--- src/rtl/spim_pkg.sv ---
package spim_pkg;

  localparam logic [1:0] ADDR_CTRL = 2'd0;
  localparam logic [1:0] ADDR_STAT = 2'd1;
  localparam logic [1:0] ADDR_DATA = 2'd2;
  localparam logic [1:0] ADDR_SEL  = 2'd3;

  localparam int CB_EN     = 1;
  localparam int CB_MASTER = 2;
  localparam int CB_CPOL   = 3;
  localparam int CB_CPHA   = 4;
  localparam int CB_TXRST  = 5;
  localparam int CB_RXRST  = 6;
  localparam int CB_MANUAL = 7;
  localparam int CB_GATE   = 8;

  localparam logic [8:0] CTRL_KEEP = 9'h19E;

  typedef enum logic [1:0] {ENG_IDLE, ENG_SHIFT, ENG_HOLD} eng_state_t;

  function automatic logic sample_on_edge(input logic cpha, input logic [3:0] edge_idx);
    return edge_idx[0] == cpha;
  endfunction

  function automatic logic [15:0] pack_status(input logic rx_empty, input logic rx_full,
                                              input logic tx_empty, input logic tx_full,
                                              input logic fault);
    return {11'd0, fault, tx_full, tx_empty, rx_full, rx_empty};
  endfunction

endpackage

--- src/rtl/spim_fifo.sv ---
module spim_fifo #(
  parameter int WIDTH = 8,
  parameter int DEPTH = 16
) (
  input  logic             clk,
  input  logic             rst_n,
  input  logic             flush,
  input  logic             push,
  input  logic [WIDTH-1:0] din,
  input  logic             pop,
  output logic [WIDTH-1:0] dout,
  output logic             empty,
  output logic             full
);
  localparam int AW = (DEPTH > 1) ? $clog2(DEPTH) : 1;

  logic [WIDTH-1:0] mem [DEPTH];
  logic [AW:0] wp, rp, count;
  logic push_ok, pop_ok;

  assign count   = wp - rp;
  assign empty   = (count == '0);
  assign full    = (count == (AW+1)'(DEPTH));
  assign push_ok = push && !full && !flush;
  assign pop_ok  = pop && !empty && !flush;
  assign dout    = mem[rp[AW-1:0]];

  always_ff @(posedge clk) begin
    if (push_ok) mem[wp[AW-1:0]] <= din;
  end

  always_ff @(posedge clk) begin
    if (!rst_n || flush) begin
      wp <= '0;
      rp <= '0;
    end else begin
      if (push_ok) wp <= wp + 1'b1;
      if (pop_ok)  rp <= rp + 1'b1;
    end
  end

  p_no_overflow_r3: assert property (@(posedge clk) disable iff (!rst_n)
    (full && push && !pop && !flush) |=> (count == $past(count)));

  p_empty_pop_r4: assert property (@(posedge clk) disable iff (!rst_n)
    (empty && pop && !push && !flush) |=> empty);

endmodule

--- src/rtl/spim_shifter.sv ---
module spim_shifter
  import spim_pkg::*;
#(
  parameter int HALF_DIV = 2
) (
  input  logic       clk,
  input  logic       rst_n,
  input  logic       go,
  input  logic       cpol,
  input  logic       cpha,
  input  logic       tx_valid,
  input  logic [7:0] tx_byte,
  input  logic       miso,
  output logic       tx_pop,
  output logic       rx_push,
  output logic [7:0] rx_byte,
  output logic       sck,
  output logic       mosi,
  output logic       busy
);
  localparam int DW = $clog2(HALF_DIV + 1);
  localparam logic [DW-1:0] DIV_LAST = DW'(HALF_DIV - 1);

  eng_state_t state;
  logic [DW-1:0] div_cnt;
  logic [3:0] edge_idx;
  logic [7:0] txsr, rxsr;
  logic sck_q, mosi_q;
  logic tick;

  assign tick    = (div_cnt == DIV_LAST);
  assign tx_pop  = (state == ENG_IDLE) && go && tx_valid;
  assign rx_push = (state == ENG_HOLD) && tick;
  assign rx_byte = rxsr;
  assign sck     = sck_q;
  assign mosi    = mosi_q;
  assign busy    = (state != ENG_IDLE);

  always_ff @(posedge clk) begin
    if (!rst_n) begin
      state    <= ENG_IDLE;
      div_cnt  <= '0;
      edge_idx <= '0;
      txsr     <= '0;
      rxsr     <= '0;
      sck_q    <= 1'b0;
      mosi_q   <= 1'b0;
    end else begin
      case (state)
        ENG_IDLE: begin
          sck_q    <= cpol;
          div_cnt  <= '0;
          edge_idx <= '0;
          if (go && tx_valid) begin
            state <= ENG_SHIFT;
            if (!cpha) begin
              mosi_q <= tx_byte[7];
              txsr   <= {tx_byte[6:0], 1'b0};
            end else begin
              txsr   <= tx_byte;
            end
          end
        end
        ENG_SHIFT: begin
          if (tick) begin
            div_cnt  <= '0;
            sck_q    <= ~sck_q;
            edge_idx <= edge_idx + 4'd1;
            if (sample_on_edge(cpha, edge_idx)) begin
              rxsr <= {rxsr[6:0], miso};
            end else begin
              mosi_q <= txsr[7];
              txsr   <= {txsr[6:0], 1'b0};
            end
            if (edge_idx == 4'd15) state <= ENG_HOLD;
          end else begin
            div_cnt <= div_cnt + 1'b1;
          end
        end
        ENG_HOLD: begin
          if (tick) begin
            div_cnt <= '0;
            state   <= ENG_IDLE;
          end else begin
            div_cnt <= div_cnt + 1'b1;
          end
        end
        default: state <= ENG_IDLE;
      endcase
    end
  end

  p_sck_idle_r5: assert property (@(posedge clk) disable iff (!rst_n)
    (!busy && $past(!busy) && $stable(cpol)) |-> (sck == cpol));

  p_start_gated_r2: assert property (@(posedge clk) disable iff (!rst_n)
    $rose(busy) |-> $past(go));

endmodule

--- src/rtl/spi_fifo_master.sv ---
module spi_fifo_master
  import spim_pkg::*;
#(
  parameter int FIFO_DEPTH = 16,
  parameter int NUM_SEL    = 4,
  parameter int HALF_DIV   = 2
) (
  input  logic               clk,
  input  logic               rst_n,
  input  logic               reg_wr,
  input  logic               reg_rd,
  input  logic [1:0]         reg_addr,
  input  logic [15:0]        reg_wdata,
  output logic [15:0]        reg_rdata,
  output logic               sck,
  output logic               mosi,
  input  logic               miso,
  output logic [NUM_SEL-1:0] ss_n,
  input  logic               ss_in_n,
  output logic               tx_empty_evt
);
  logic [8:0] ctrl_q;
  logic [NUM_SEL-1:0] sel_q;
  logic fault_q, evt_q;
  logic [1:0] ss_sync;

  logic wr_ctrl, wr_data, wr_sel, rd_data, rd_stat;
  logic tx_flush, rx_flush, tx_empty, tx_full, rx_empty, rx_full;
  logic [7:0] tx_head, rx_head, rx_byte;
  logic tx_pop, rx_push, busy, go, fault_set;

  assign wr_ctrl = reg_wr && (reg_addr == ADDR_CTRL);
  assign wr_data = reg_wr && (reg_addr == ADDR_DATA);
  assign wr_sel  = reg_wr && (reg_addr == ADDR_SEL);
  assign rd_data = reg_rd && (reg_addr == ADDR_DATA);
  assign rd_stat = reg_rd && (reg_addr == ADDR_STAT);

  assign tx_flush = wr_ctrl && reg_wdata[CB_TXRST];
  assign rx_flush = wr_ctrl && reg_wdata[CB_RXRST];

  assign go        = ctrl_q[CB_EN] && ctrl_q[CB_MASTER] && !ctrl_q[CB_GATE];
  assign fault_set = ctrl_q[CB_EN] && ctrl_q[CB_MASTER] && !ss_sync[1];

  spim_fifo #(.WIDTH(8), .DEPTH(FIFO_DEPTH)) u_txq (
    .clk(clk), .rst_n(rst_n), .flush(tx_flush),
    .push(wr_data), .din(reg_wdata[7:0]),
    .pop(tx_pop), .dout(tx_head), .empty(tx_empty), .full(tx_full));

  spim_fifo #(.WIDTH(8), .DEPTH(FIFO_DEPTH)) u_rxq (
    .clk(clk), .rst_n(rst_n), .flush(rx_flush),
    .push(rx_push), .din(rx_byte),
    .pop(rd_data), .dout(rx_head), .empty(rx_empty), .full(rx_full));

  spim_shifter #(.HALF_DIV(HALF_DIV)) u_eng (
    .clk(clk), .rst_n(rst_n), .go(go),
    .cpol(ctrl_q[CB_CPOL]), .cpha(ctrl_q[CB_CPHA]),
    .tx_valid(!tx_empty), .tx_byte(tx_head), .miso(miso),
    .tx_pop(tx_pop), .rx_push(rx_push), .rx_byte(rx_byte),
    .sck(sck), .mosi(mosi), .busy(busy));

  always_ff @(posedge clk) begin
    if (!rst_n) begin
      ctrl_q  <= '0;
      sel_q   <= '1;
      fault_q <= 1'b0;
      evt_q   <= 1'b0;
      ss_sync <= 2'b11;
    end else begin
      ss_sync <= {ss_sync[0], ss_in_n};
      if (wr_ctrl) ctrl_q <= reg_wdata[8:0] & CTRL_KEEP;
      if (fault_set) ctrl_q[CB_EN] <= 1'b0;
      if (wr_sel) sel_q <= reg_wdata[NUM_SEL-1:0];
      if (fault_set)    fault_q <= 1'b1;
      else if (rd_stat) fault_q <= 1'b0;
      evt_q <= rx_push && tx_empty;
    end
  end

  assign tx_empty_evt = evt_q;
  assign ss_n = (ctrl_q[CB_MANUAL] || busy) ? sel_q : '1;

  always_comb begin
    case (reg_addr)
      ADDR_CTRL: reg_rdata = {7'd0, ctrl_q};
      ADDR_STAT: reg_rdata = pack_status(rx_empty, rx_full, tx_empty, tx_full, fault_q);
      ADDR_DATA: reg_rdata = rx_empty ? 16'd0 : {8'd0, rx_head};
      default:   reg_rdata = {{(16-NUM_SEL){1'b0}}, sel_q};
    endcase
  end

  p_fault_disables_r9: assert property (@(posedge clk) disable iff (!rst_n)
    fault_set |=> !ctrl_q[CB_EN]);

  p_evt_only_drained_r8: assert property (@(posedge clk) disable iff (!rst_n)
    (rx_push && !tx_empty) |=> !tx_empty_evt);

  p_evt_single_r8: assert property (@(posedge clk) disable iff (!rst_n)
    tx_empty_evt |=> !tx_empty_evt);

endmodule

--- config.mk ---
export PLATFORM = sky130hd
export DESIGN_NAME = spi_fifo_master
export DESIGN_NICKNAME = d
export VERILOG_FILES = /design/src/rtl/spim_pkg.sv /design/src/rtl/spim_fifo.sv /design/src/rtl/spim_shifter.sv /design/src/rtl/spi_fifo_master.sv
export SDC_FILE = /design/constraint.sdc
export NUM_CORES = 1
export LEC_CHECK = 0
export ABC_AREA = 1
export BUFFER_PORTS_ARGS = -buffer_cell sky130_fd_sc_hd__clkbuf_2
export CORE_ASPECT_RATIO = 1.4
export CORE_UTILIZATION = 61
export CTS_CLUSTER_DIAMETER = 60
export CTS_CLUSTER_SIZE = 24
export DETAILED_ROUTE_END_ITERATION = 8
export PLACE_DENSITY = 0.86
export REMOVE_ABC_BUFFERS = 1
export SYNTH_ARGS = -nofsm -noshare
export SYNTH_HDL_FRONTEND = slang
export SYNTH_SLANG_ARGS = --single-unit
export TNS_END_PERCENT = 10
--- constraint.sdc ---
create_clock -name clk -period 6.7 [get_ports clk]
set_input_delay 2.01 -clock clk [delete_from_list [all_inputs] [get_ports clk]]
set_output_delay 2.01 -clock clk [all_outputs]
set_load 0.02 [all_outputs]
== Yosys cells after proc, flatten, opt, wreduce, memory -nomap -nowiden ==
Memories as Yosys holds them, arrays and structs flattened. A register that Yosys moved wholly into a read port is not among the register bits.
Index checks and enable logic that the tools add are counted.
Operators by class
  bitwise gates (word level): 2
  equal/unequal tests: 16
  $add $sub $neg: 8
  reduce and logical (&&, ||, !) cells: 50
  multiplexer cells: 34
Operator list (count)
  two-way mux 8 bit: 5
  one-hot mux 9 bit (3 select lines): 1
  two-way mux 4 bit: 6
  logical AND 1 bit: 23
  adder 5 x 1 -> 5 bit, second input constant: 4
  one-hot mux 8 bit (2 select lines): 1
  two-way mux 1 bit: 11
  == test 5 bit, second input constant: 2
  zero test 5 bit: 2
  two-way mux 2 bit: 5
  subtractor 5 bit: 2
  zero test 1 bit: 9
  one-hot mux 4 bit (2 select lines): 1
  AND reduction 4 bit: 2
  nonzero test 2 bit: 4
  == test 2 x 1 -> 1 bit, second input constant: 3
  == test 2 bit, second input constant: 3
  inequality test 2 x 1 -> 1 bit, second input constant: 3
  inequality test 2 bit, second input constant: 3
  one-hot mux 2 bit (3 select lines): 1
  AND reduction 5 bit: 1
  adder 4 x 1 -> 4 bit, second input constant: 1
  == test 4 bit, second input constant: 1
  zero test 2 bit: 2
  other kinds (9): 14
Storage, ports and cells
  register bits: 60
  bits of input ports: 24
  output and inout port bits: 23
  RAM bits: 256
  logic and storage cells: 129
  memories kept: 2
Memories
  u_rxq.mem: depth 16, width 8, rd ports 1, clocked after Yosys merged registers in 1, wr ports 1, line spim_fifo.sv:17  | logic [WIDTH-1:0] mem [DEPTH];
  u_txq.mem: depth 16, width 8, rd ports 1, clocked after Yosys merged registers in 1, wr ports 1, line spim_fifo.sv:17

== Depth between registers and ports, before layout ==
Gate-level depths: netlist (run 1).
  depth in word-level cells: 8
  mapped depth: 17
  gate-level depth less buffers: 16

== Hierarchy ==
From an unflattened synthesis (run 1), not the netlist that was laid out.
Unflattened totals
  cell total of the unflattened synthesis: 1363
  area total of the unflattened synthesis: 14740.4 um2
Modules (own cells, without submodules)
  spim_fifo (u_rxq): times used 1, seq. area each 4124.0 um2, area each 6212.2 um2, cells each 497
  spim_fifo (u_txq): times used 1, seq. area each 4124.0 um2, area each 6150.9 um2, cells each 497
  spim_shifter: times used 1, seq. area each 520.5 um2, area each 1503.9 um2, cells each 231
  spi_fifo_master: times used 1, seq. area each 280.3 um2, area each 873.3 um2, cells each 138

== Worst setup path before layout (run 1) ==
OpenSTA, ideal clock, no wires.
  path kind: input port to output port
  start point: input reg_addr[1]
  end point: output reg_rdata[5]
  stages: 6
  arrival: 2.920 ns
  setup slack: 1.770 ns
  required time: 4.690 ns
  cells stage by stage: inv_1 nor2_1 inv_1 nor2_1 nand2_1 a21oi_1
Between the ends
  cells in the longest elaborated chain, start to end: 2
  elaborated cells between the ends (all ways): 4
Ends and longest elaborated chain
  start, declared: line spi_fifo_master.sv:12  | input logic [1:0] reg_addr,
  == test 2 bit, or another cell as far along: line spi_fifo_master.sv:83  | case (reg_addr)
  one-hot mux 9 bit (3 select lines) *: line spi_fifo_master.sv:83
  end, declared: line spi_fifo_master.sv:14  | output logic [15:0] reg_rdata,
Every way passes the cells marked *; elsewhere a longest branch is shown, timed or not.

== Worst setup path after layout (run 1) ==
  start point: input reg_addr[1]
  end point: output reg_rdata[7]
Same word-level chain as after synthesis.

==> impl_metrics.env, run 1 <==
export IMPL_status="finished, final reports clean"
export IMPL_use_met3_pct=2.05
export IMPL_p_leak_nw=5.63
export IMPL_h_tree_depth=1
export IMPL_grt_pass1_wl_microns=47400
export IMPL_vdd_drop_max_uv=241
export IMPL_crit_path_end_kind="output pin"
export IMPL_most_common_layout_cells="edfxtp_1, nand2_1, nor2_1, inv_1, o21ai_0"
export IMPL_grtUsageMet1_pct=29.4
export IMPL_rsz0062_at_grt="false"
export IMPL_slew_violations=0
export IMPL_hp_start="ss_sync[0]"
export IMPL_fill_cells=1644
export IMPL_grtUsageMet2_pct=49.5
export IMPL_startpoint="reg_addr[1]"
export IMPL_drive_gt1_share_pct=7.00
export IMPL_worst_pin_slew_ns=1.26
export IMPL_antenna_found_initial=0
export IMPL_busiest_layer="met2"
export IMPL_drc=0
export IMPL_syn_inst=1376
export IMPL_crit_family="simple AND/OR/NAND/NOR gates"
export IMPL_port_buffer_count=32
export IMPL_required_ns=4.69
export IMPL_grt_max_degree=100
export IMPL_synth_largest_area_cell="edfxtp_1"
export IMPL_cap_violations=0
export IMPL_cts_tree="done"
export IMPL_cp_max_fo=5
export IMPL_hold_ws_ns=0.429
export IMPL_rows=65
export IMPL_ys_flop_type="edfxtp_1"
export IMPL_clock_latency_ns=0.52
export IMPL_vias_per_cell=5.79
export IMPL_synth_edf_count=256
export IMPL_drt_iter0_markers=809
export IMPL_hold_viol=0
export IMPL_synth_area_sq_mm=0.0141
export IMPL_overflow=0
export IMPL_synth_seq_cells=324
export IMPL_path_cells="clkbuf_2 -> inv_1 -> nor2_1 -> inv_1 -> nor2_1 -> nand2_1 -> o21ai_0 -> clkbuf_2"
export IMPL_max_stage_delay_ns=0.51
export IMPL_final_common_cell="edfxtp_1"
export IMPL_cts_setup_buffers=0
export IMPL_gp_congestion=0.890
export IMPL_ant_nets=0
export IMPL_finalNetCount=1435
export IMPL_p_per_area_mw_per_mm2=255
export IMPL_fmax_ghz=0.180
export IMPL_root_buffer="clkbuf_16"
export IMPL_ys_seq_area_share_pct=64.0
export IMPL_finClkSkew_ns=0.0160
export IMPL_r2r_start="u_rxq.rp[1]"
export IMPL_cts_hold_buf=0
export IMPL_cts_sinks=324
export IMPL_setup_viol=0
export IMPL_grt_usage_pct=26.2
export IMPL_ys_warn_count=0
export IMPL_post_cts_resize_count=0
export IMPL_yosysTopAreaCellShare_pct=54.4
export IMPL_cts_buffers=18
export IMPL_synth_cell_types=40
export IMPL_tns_ns=0
export IMPL_wl_per_cell_microns=17.8
export IMPL_cp_arrival_ns=3.53
export IMPL_grt_pass1_vias=9374
export IMPL_area_delta_synth_final_pct=6.56
export IMPL_slowest_stage="nor2_1"
export IMPL_start_util_pct=62.5
export IMPL_relSlewSlack_pct=15.3
export IMPL_clk_path_buf_depth=3
export IMPL_first_pass_iters=5
export IMPL_async_reset_ff_share_pct=0
export IMPL_die_y_microns=182
export IMPL_path_buf_inv=4
export IMPL_fin_crit_sh_pct=82.8
export IMPL_die_x_microns=131
export IMPL_antenna_cells=0
export IMPL_hp_class="reg -> reg"
export IMPL_coreArea_sq_mm=0.0226
export IMPL_synth_area_top_cells="edfxtp_1, dfxtp_1, nand2_1"
export IMPL_crit_type="in -> out"
export IMPL_dieArea_sq_mm=0.0238
export IMPL_clk_pin_slew_worst_paths_ns=0.09
export IMPL_ios=47
export IMPL_wl_microns=30300
export IMPL_vias=9853
export IMPL_startpoint_type="input pin"
export IMPL_min_period_ns=5.54
export IMPL_dpl_hpwl_microns=20100
export IMPL_syn_avg_cell_area_sq_um=10.3
routing by layer:
metal | wire [microns] | share of wire, %
met1 | 10700 | 35
met3 | 1690 | 5.6
met4 | 1220 | 4.0
met2 | 16700 | 55
met5 | 0 | 0
layout make-up:
| class | count | area, sq um | share of cell area [%] |
|---|---|---|---|
| clock buffers | 28 | 509 | 3.38 |
| clock inverters | 4 | 53.8 | 0.357 |
| inverters | 150 | 563 | 3.74 |
| multi-input cells | 847 | 4240 | 28.1 |
| flip-flops and latches | 324 | 9050 | 60.1 |
| well taps | 301 | 377 | 2.50 |
| repair buffers | 47 | 273 | 1.81 |
cell families after synthesis:
group	share of synthesized area [%]
flip-flops	64.0
AND/OR/NAND/NOR	16.7
buffers and inverters	6.20
AO/OA/AOI/OAI	9.10
multiplexers	1.27
other	0.0265
adder cells (fa/ha/maj)	2.04
XOR/XNOR	0.681
final timing paths:
| kind | depth (start not counted) | slack, ns | to |
|---|---|---|---|
| min | 1 | 0.43 | ss_sync[1] |
| max | 8 | 1.16 | reg_rdata[7] |
| max reg2reg | 10 | 3.40 | u_rxq.mem[6][6] |
| min reg2reg | 1 | 0.43 | ss_sync[1] |
power by group:
part | total, mW | switching (mW) | internal [mW]
combinational | 0.415 | 0.292 | 0.123
sequential | 2.26 | 0.0486 | 2.21
clock | 1.17 | 0.628 | 0.543
synth_stat cells (2+ instances only):
master,n
a21oi_1,83
a31oi_1,2
buf_1,3
buf_2,19
buf_4,11
clkbuf_1,26
clkinv_1,3
dfxtp_1,68
edfxtp_1,256
ha_1,23
inv_1,144
inv_2,3
mux2i_1,18
nand2_1,230
nand2_2,6
nand2_4,5
nand3_1,108
nand3_2,3
nand3b_1,2
nand4_1,10
nor2_1,162
nor2_2,3
nor3_1,18
o211ai_1,27
o21ai_0,113
o21ai_1,6
or2_2,2
xnor2_1,4
xor2_1,7
state kept, by name, summed over array words and instances, names as in the netlist, 2 cells and up, named ones only:
register and count:
ctrl_q 6, u_eng.state 2, u_eng.rx_byte 8, u_eng.edge_idx 4
u_rxq.wp 5, u_rxq.mem 128, u_rxq.rp 5, u_txq.mem 128
sel_q 4, u_txq.wp 5, u_eng.txsr 8, u_eng.div_cnt 2
u_txq.rp 5, ss_sync 2
through the flow:
step / util, % / instance area [sq um] / cells / setup WS (ns) / power, mW
detailed placement: 64.1 / 14500 / 1669 / 1.19 / 2.71
global route: 66.6 / 15100 / 1701 / 0.996 / 3.97
global placement: 64.1 / 14500 / 1669 / 1.21 / 2.69
finish: 66.6 / 15100 / 1701 / 1.16 / 3.84
floorplan: - / 13800 / 1321 / 1.56 / 2.58
CTS: 66.6 / 15100 / 1701 / 1.18 / 3.84
worst reg2reg max path: cells and delay by family (launching register included):
| family | cells | cell delay, ns |
|---|---|---|
| buf+inv | 2 | 0.15 |
| simple gates | 6 | 1.90 |
| flops | 1 | 0.42 |
| compound gates | 1 | 0.13 |
| fa+ha+maj | 1 | 0.31 |
No activity file was read; power rests on OpenSTA's default activity.
==> run 2: changes to the inputs <==
Settings changed: ABC_AREA 1 to 0.
Clock period 6.7 ns to 5.6 ns, I/O delays scaled along.
==> run 2 against run 1 <==
Effect of this change:
- utilization decreased by 0.15 points
- critical path depth increased by 1
- via count decreased by 27%
- routed wire length decreased by 8.5%
- setup slack got worse by 0.45 ns
- flip-flop and latch count unchanged
- combinational power decreased by 74%
- cell count decreased by 32%
- first-iteration DRC count decreased by 23%
- area after synthesis decreased by 3.9%
- global-route usage decreased by 0.89 points
- worst hold slack improved by 0.023 ns
- critical path type is now reg -> out
- critical endpoint is now reg_rdata[0]
- largest cell class unchanged
==> impl_metrics.env, run 2 <==
export IMPL_h_tree_depth=1
export IMPL_hp_start="u_eng.div_cnt[1]"
export IMPL_vias=7232
export IMPL_final_cells=1165
export IMPL_grt_max_degree=37
export IMPL_start_util_pct=62.2
export IMPL_hold_path_cell_count=1
export IMPL_p_per_area_mw_per_mm2=282
export IMPL_root_buffer="clkbuf_16"
export IMPL_vias_per_cell=6.21
export IMPL_ys_flop_type="edfxtp_1"
export IMPL_hold_ws_ns=0.452
export IMPL_clk_pin_slew_worst_paths_ns=0.09
export IMPL_synth_most_common_cell="edfxtp_1"
export IMPL_slew_violations=0
export IMPL_startpoint_type="flop"
export IMPL_grt_usage_pct=25.3
export IMPL_status="finished, final reports clean"
export IMPL_reg2reg_depth=7
export IMPL_wl_microns=27700
export IMPL_synth_common_cells="edfxtp_1, mux4_2, dfxtp_1"
export IMPL_vdd_drop_max_uv=345
export IMPL_crit_type="reg -> out"
export IMPL_finClkSkew_ns=0.0131
export IMPL_ant_nets=0
export IMPL_setup_viol=0
export IMPL_hp_class="reg -> reg"
export IMPL_min_period_ns=4.89
export IMPL_grt_pass1_wl_microns=41900
export IMPL_cp_max_fo=5
export IMPL_hold_viol=0
export IMPL_gp_congestion=0.830
export IMPL_synth_largest_area_cell="edfxtp_1"
export IMPL_cts_hold_buf=0
export IMPL_slowest_stage="or3b_2"
export IMPL_final_common_cell="edfxtp_1"
export IMPL_rsz0062_at_grt="false"
export IMPL_path_cells="inv_1 -> ha_1 -> nor2b_1 -> o21ai_0 -> a2111oi_1 -> a21o_1 -> or3b_2 -> a31oi_1 -> clkbuf_2"
export IMPL_max_stage_delay_ns=0.45
export IMPL_die_x_microns=128
export IMPL_cts_buffers=17
export IMPL_synth_area_sq_mm=0.0136
export IMPL_fmax_ghz=0.205
export IMPL_tns_ns=0
export IMPL_most_common_layout_cells="edfxtp_1, mux4_2, dfxtp_1, nor2_1, nand2_1"
export IMPL_ios=47
export IMPL_drive_gt1_share_pct=17.9
export IMPL_drc=0
export IMPL_r2r_start="u_txq.wp[2]"
export IMPL_antenna_found_initial=0
export IMPL_syn_avg_cell_area_sq_um=16.3
export IMPL_die_y_microns=179
export IMPL_clock_latency_ns=0.50
export IMPL_synth_seq_cells=324
export IMPL_syn_inst=834
export IMPL_required_ns=3.92
export IMPL_antenna_cells=0
export IMPL_fin_crit_sh_pct=87.3
export IMPL_rows=64
export IMPL_overflow=0
export IMPL_dpl_hpwl_microns=18900
export IMPL_relSlewSlack_pct=29.2
export IMPL_reg2reg_to="u_txq.mem[4][0]"
export IMPL_coreArea_sq_mm=0.0219
export IMPL_p_leak_nw=4.83
export IMPL_synth_cell_types=66
export IMPL_cts_setup_buffers=0
export IMPL_cp_arrival_ns=3.21
export IMPL_area_delta_synth_final_pct=6.94
export IMPL_clk_path_buf_depth=3
export IMPL_drt_iter0_markers=623
export IMPL_async_reset_ff_share_pct=0
export IMPL_grt_pass1_vias=7313
export IMPL_dieArea_sq_mm=0.0229
export IMPL_cts_sinks=324
export IMPL_r2r_slack_ns=2.24
export IMPL_synth_edf_count=256
export IMPL_cts_tree="done"
export IMPL_wl_per_cell_microns=23.8
export IMPL_synth_area_top_cells="edfxtp_1, mux4_2, dfxtp_1"
export IMPL_finalNetCount=905
export IMPL_cap_violations=0
export IMPL_port_buffer_count=32
export IMPL_crit_path_end_kind="output pin"
export IMPL_post_cts_resize_count=0
export IMPL_first_pass_iters=5
export IMPL_worst_pin_slew_ns=1.06
export IMPL_placed_cells=1136
export IMPL_ys_warn_count=0
export IMPL_holdPathEnd="u_eng.div_cnt[1]"
export IMPL_ys_seq_area_share_pct=66.6
export IMPL_yosysTopAreaCellShare_pct=56.6
## run 2: worst max-delay path by stage
stage,startpoint,to,cells past startpoint
final,u_rxq.rp[1],reg_rdata[0],9
after global routing,u_rxq.rp[1],reg_rdata[1],9
after CTS,u_rxq.rp[1],reg_rdata[0],9
after detailed placement,reg_addr[0],reg_rdata[2],6
after global placement,reg_addr[0],reg_rdata[1],5
after floorplan,flop,reg_rdata[0],4
## run 2: power breakdown
group	switching [mW]	internal [mW]	leakage (nW)
Sequential	0.00653	2.58	2.93
Clock	0.705	0.694	0.261
Combinational	0.0733	0.0332	1.64
Total	0.785	3.31	4.83
## run 2: per-stage QoR
stage | instance area (sq um) | power (mW) | worst slack (ns) | util [%]
final | 14500 | 4.09 | 0.710 | 66.5
after global routing | 14500 | 4.19 | 0.506 | 66.5
after CTS | 14500 | 4.11 | 0.726 | 66.5
after detailed placement | 14000 | 2.75 | 1.01 | 64.0
after global placement | 14000 | 2.74 | 1.02 | 64.0
after floorplan | 13300 | 2.70 | 0.963 | -
## run 2: kinds of logic (layout without fill, tap and decap cells)
kind of cell               after synthesis  count (layout)  share of synthesized area, %
DFF                                    324             324                          66.6
and+or+nand+nor                        207             207                          7.65
muxes                                  109             109                          15.2
AOI/OAI and AO/OA                       78              78                          4.21
buffers and inverters                   68              96                          2.72
xor gates and xnor gates                24              24                          1.55
adders and majority gates               23              23                          2.12
other                                    1               7                        0.0276
## run 2: cell type report
type	instances	area, sq um
clock buffer	27	484
clock inverter	2	60.1
fill	1450	7330
inverter	19	71.3
multi-input combinational	448	4220
sequential	324	9050
tap	297	372
timing repair buffer	48	280
## run 2: metal layers
layer	routed length (microns)	share of wire, %	vias to the layer above	GRT usage (%)
li1	-	-	3244	-
met1	9840	35	3698	28.8
met2	15400	56	223	47.7
met3	1330	4.8	67	2.67
met4	1150	4.1	0	11.1
met5	0	0	-	0
## run 2: critical path, delay by kind of cell (launching register included)
family	cells	cell delay, ns
AO/OA/AOI/OAI	4	1.16
AND/OR/NAND/NOR	2	0.58
buffers and inverters	2	0.30
flip-flops	1	0.37
adder cells (fa/ha/maj)	1	0.30
==> run 3: changes to the inputs <==
Clock period 5.6 ns to 6.1 ns, I/O delays scaled along.
==> run 3 against run 2 <==
Effect of this change:
- power decreased by 7.7%
- critical path type is now in -> out
- sequential power decreased by 8.5%
- first-iteration DRC count increased by 5.6%
- highest routed layer unchanged
- critical endpoint is now reg_rdata[1]
- worst hold slack got worse by 0.0087 ns
==> impl_metrics.env, run 3 (synthesized netlist as in run 2, its figures left out) <==
export IMPL_status="finished, final reports clean"
export IMPL_p_switching_mw=0.771
export IMPL_drc=0
export IMPL_final_cells=1165
export IMPL_cp_arrival_ns=3.24
export IMPL_antenna_cells=0
export IMPL_grt_pass1_vias=7093
export IMPL_relSlewSlack_pct=10.9
export IMPL_holdPathEnd="ss_sync[1]"
export IMPL_crit_type="in -> out"
export IMPL_power_frac_seq_pct=62.9
export IMPL_start_util_pct=62.2
export IMPL_cp_max_fo=18
export IMPL_clk_path_buf_depth=3
export IMPL_finClkSkew_ns=0.0216
export IMPL_reg2reg_depth=8
export IMPL_cts_tree="done"
export IMPL_clock_latency_ns=0.51
export IMPL_cts_buffers=18
export IMPL_die_x_microns=128
export IMPL_final_common_cell="edfxtp_1"
export IMPL_grt_usage_pct=24.1
export IMPL_cap_violations=0
export IMPL_required_ns=4.27
export IMPL_swShare_pct=20.4
export IMPL_die_y_microns=179
export IMPL_post_cts_resize_count=0
export IMPL_finalNetCount=903
export IMPL_clk_pin_slew_worst_paths_ns=0.09
export IMPL_gp_congestion=0.818
export IMPL_wl_per_cell_microns=23.1
export IMPL_hp_start="ss_sync[0]"
export IMPL_comb_power_share_pct=2.6
export IMPL_first_pass_iters=6
export IMPL_antenna_found_initial=0
export IMPL_fill_cells=1398
export IMPL_min_period_ns=5.07
export IMPL_vias_per_cell=6.17
export IMPL_hold_ws_ns=0.444
export IMPL_placed_cells=1133
export IMPL_drive_gt1_share_pct=17.9
export IMPL_root_buffer="clkbuf_16"
export IMPL_ant_nets=0
export IMPL_p_leak_nw=4.82
export IMPL_drt_iter0_markers=658
export IMPL_port_buffer_count=32
export IMPL_h_tree_depth=1
export IMPL_dieArea_sq_mm=0.0229
export IMPL_reg2reg_to="u_rxq.mem[11][1]"
export IMPL_grt_max_degree=47
export IMPL_worst_pin_slew_ns=1.33
export IMPL_seq_area_sq_mm=0.00905
export IMPL_rows=64
export IMPL_p_per_area_mw_per_mm2=260
export IMPL_multiInputGateArea_sq_mm=0.00422
export IMPL_wl_microns=26900
export IMPL_crit_path_end_kind="output pin"
export IMPL_cts_hold_buf=0
export IMPL_hold_path_cell_count=1
export IMPL_r2r_slack_ns=2.70
export IMPL_dpl_hpwl_microns=18100
export IMPL_overflow=0
export IMPL_tns_ns=0
export IMPL_hold_viol=0
export IMPL_fmax_ghz=0.197
export IMPL_fin_crit_sh_pct=83.1
export IMPL_p_clk_share_pct=34.6
export IMPL_grt_pass1_wl_microns=40400
export IMPL_area_delta_synth_final_pct=6.92
export IMPL_startpoint_type="input pin"
export IMPL_setup_viol=0
export IMPL_p_int_mw=3.01
export IMPL_cts_setup_buffers=0
export IMPL_most_common_layout_cells="edfxtp_1, mux4_2, dfxtp_1, nor2_1, nand2_1"
export IMPL_cts_sinks=324
export IMPL_vdd_drop_max_uv=288
export IMPL_vias=7192
export IMPL_coreArea_sq_mm=0.0219
export IMPL_rsz0062_at_grt="false"
export IMPL_hp_class="reg -> reg"
export IMPL_slew_violations=0
export IMPL_r2r_start="u_rxq.rp[1]"
export IMPL_ios=47
-- run 3: cell count changes in the layout (fill, tap and decap cells not counted), sizes merged --
cell,delta
buf,-3
bufinv,-2
clkbuf,+2
clkinv,+2
inv,+1
-- run 3: metrics by stage --
| stage | instance area (sq um) | util (%) | total power, mW | setup WS, ns |
|---|---|---|---|---|
| 4_1_cts | 14500 | 66.5 | 3.79 | 1.05 |
| 2_1_floorplan | 13300 | - | 2.47 | 1.31 |
| 5_1_grt | 14500 | 66.5 | 3.87 | 0.918 |
| 3_3_place_gp | 14000 | 63.9 | 2.52 | 1.06 |
| 6_report | 14500 | 66.5 | 3.78 | 1.03 |
| 3_5_place_dp | 14000 | 63.9 | 2.52 | 1.05 |
-- run 3: worst max path at each step --
stage	from	end	slack [ns]	depth (start not counted)
final	reg_addr[0]	reg_rdata[1]	1.03	5
after global routing	reg_addr[0]	reg_rdata[3]	0.92	6
after CTS	reg_addr[0]	reg_rdata[1]	1.05	5
after detailed placement	reg_addr[0]	reg_rdata[1]	1.05	5
after global placement	reg_addr[0]	reg_rdata[1]	1.06	5
after floorplan	flop	reg_rdata[0]	1.31	4
-- run 3: layout make-up --
type | instances | share of cell area (%)
flip-flops and latches | 324 | 62.3
inverters | 19 | 0.491
well taps | 297 | 2.56
multi-input cells | 448 | 29.0
clock inverters | 3 | 0.284
clock buffers | 29 | 3.60
repair buffers | 45 | 1.77
-- run 3: critical path, cell delays in order --
cell      delay [ns]
clkbuf_2        0.23
nand2b_1        0.29
nor2_1          0.41
a22o_1          0.29
clkbuf_2        0.19
-- run 3: routing by layer --
layer	global-route usage, %	vias to the layer above	wire (microns)
met2	44.6	278	14600
met4	9.51	0	969
li1	-	3241	-
met3	2.19	52	1460
met1	29.1	3621	9830
met5	0	-	0
-- run 3: power groups by stage --
| stage | combinational (mW) | clock, mW | sequential [mW] |
|---|---|---|---|
| after floorplan | 0.0507 | 0 | 2.42 |
| after global placement | 0.0918 | 0 | 2.42 |
| after detailed placement | 0.0946 | 0 | 2.43 |
| after CTS | 0.0954 | 1.32 | 2.37 |
| after global routing | 0.105 | 1.39 | 2.38 |
| final | 0.0963 | 1.31 | 2.37 |
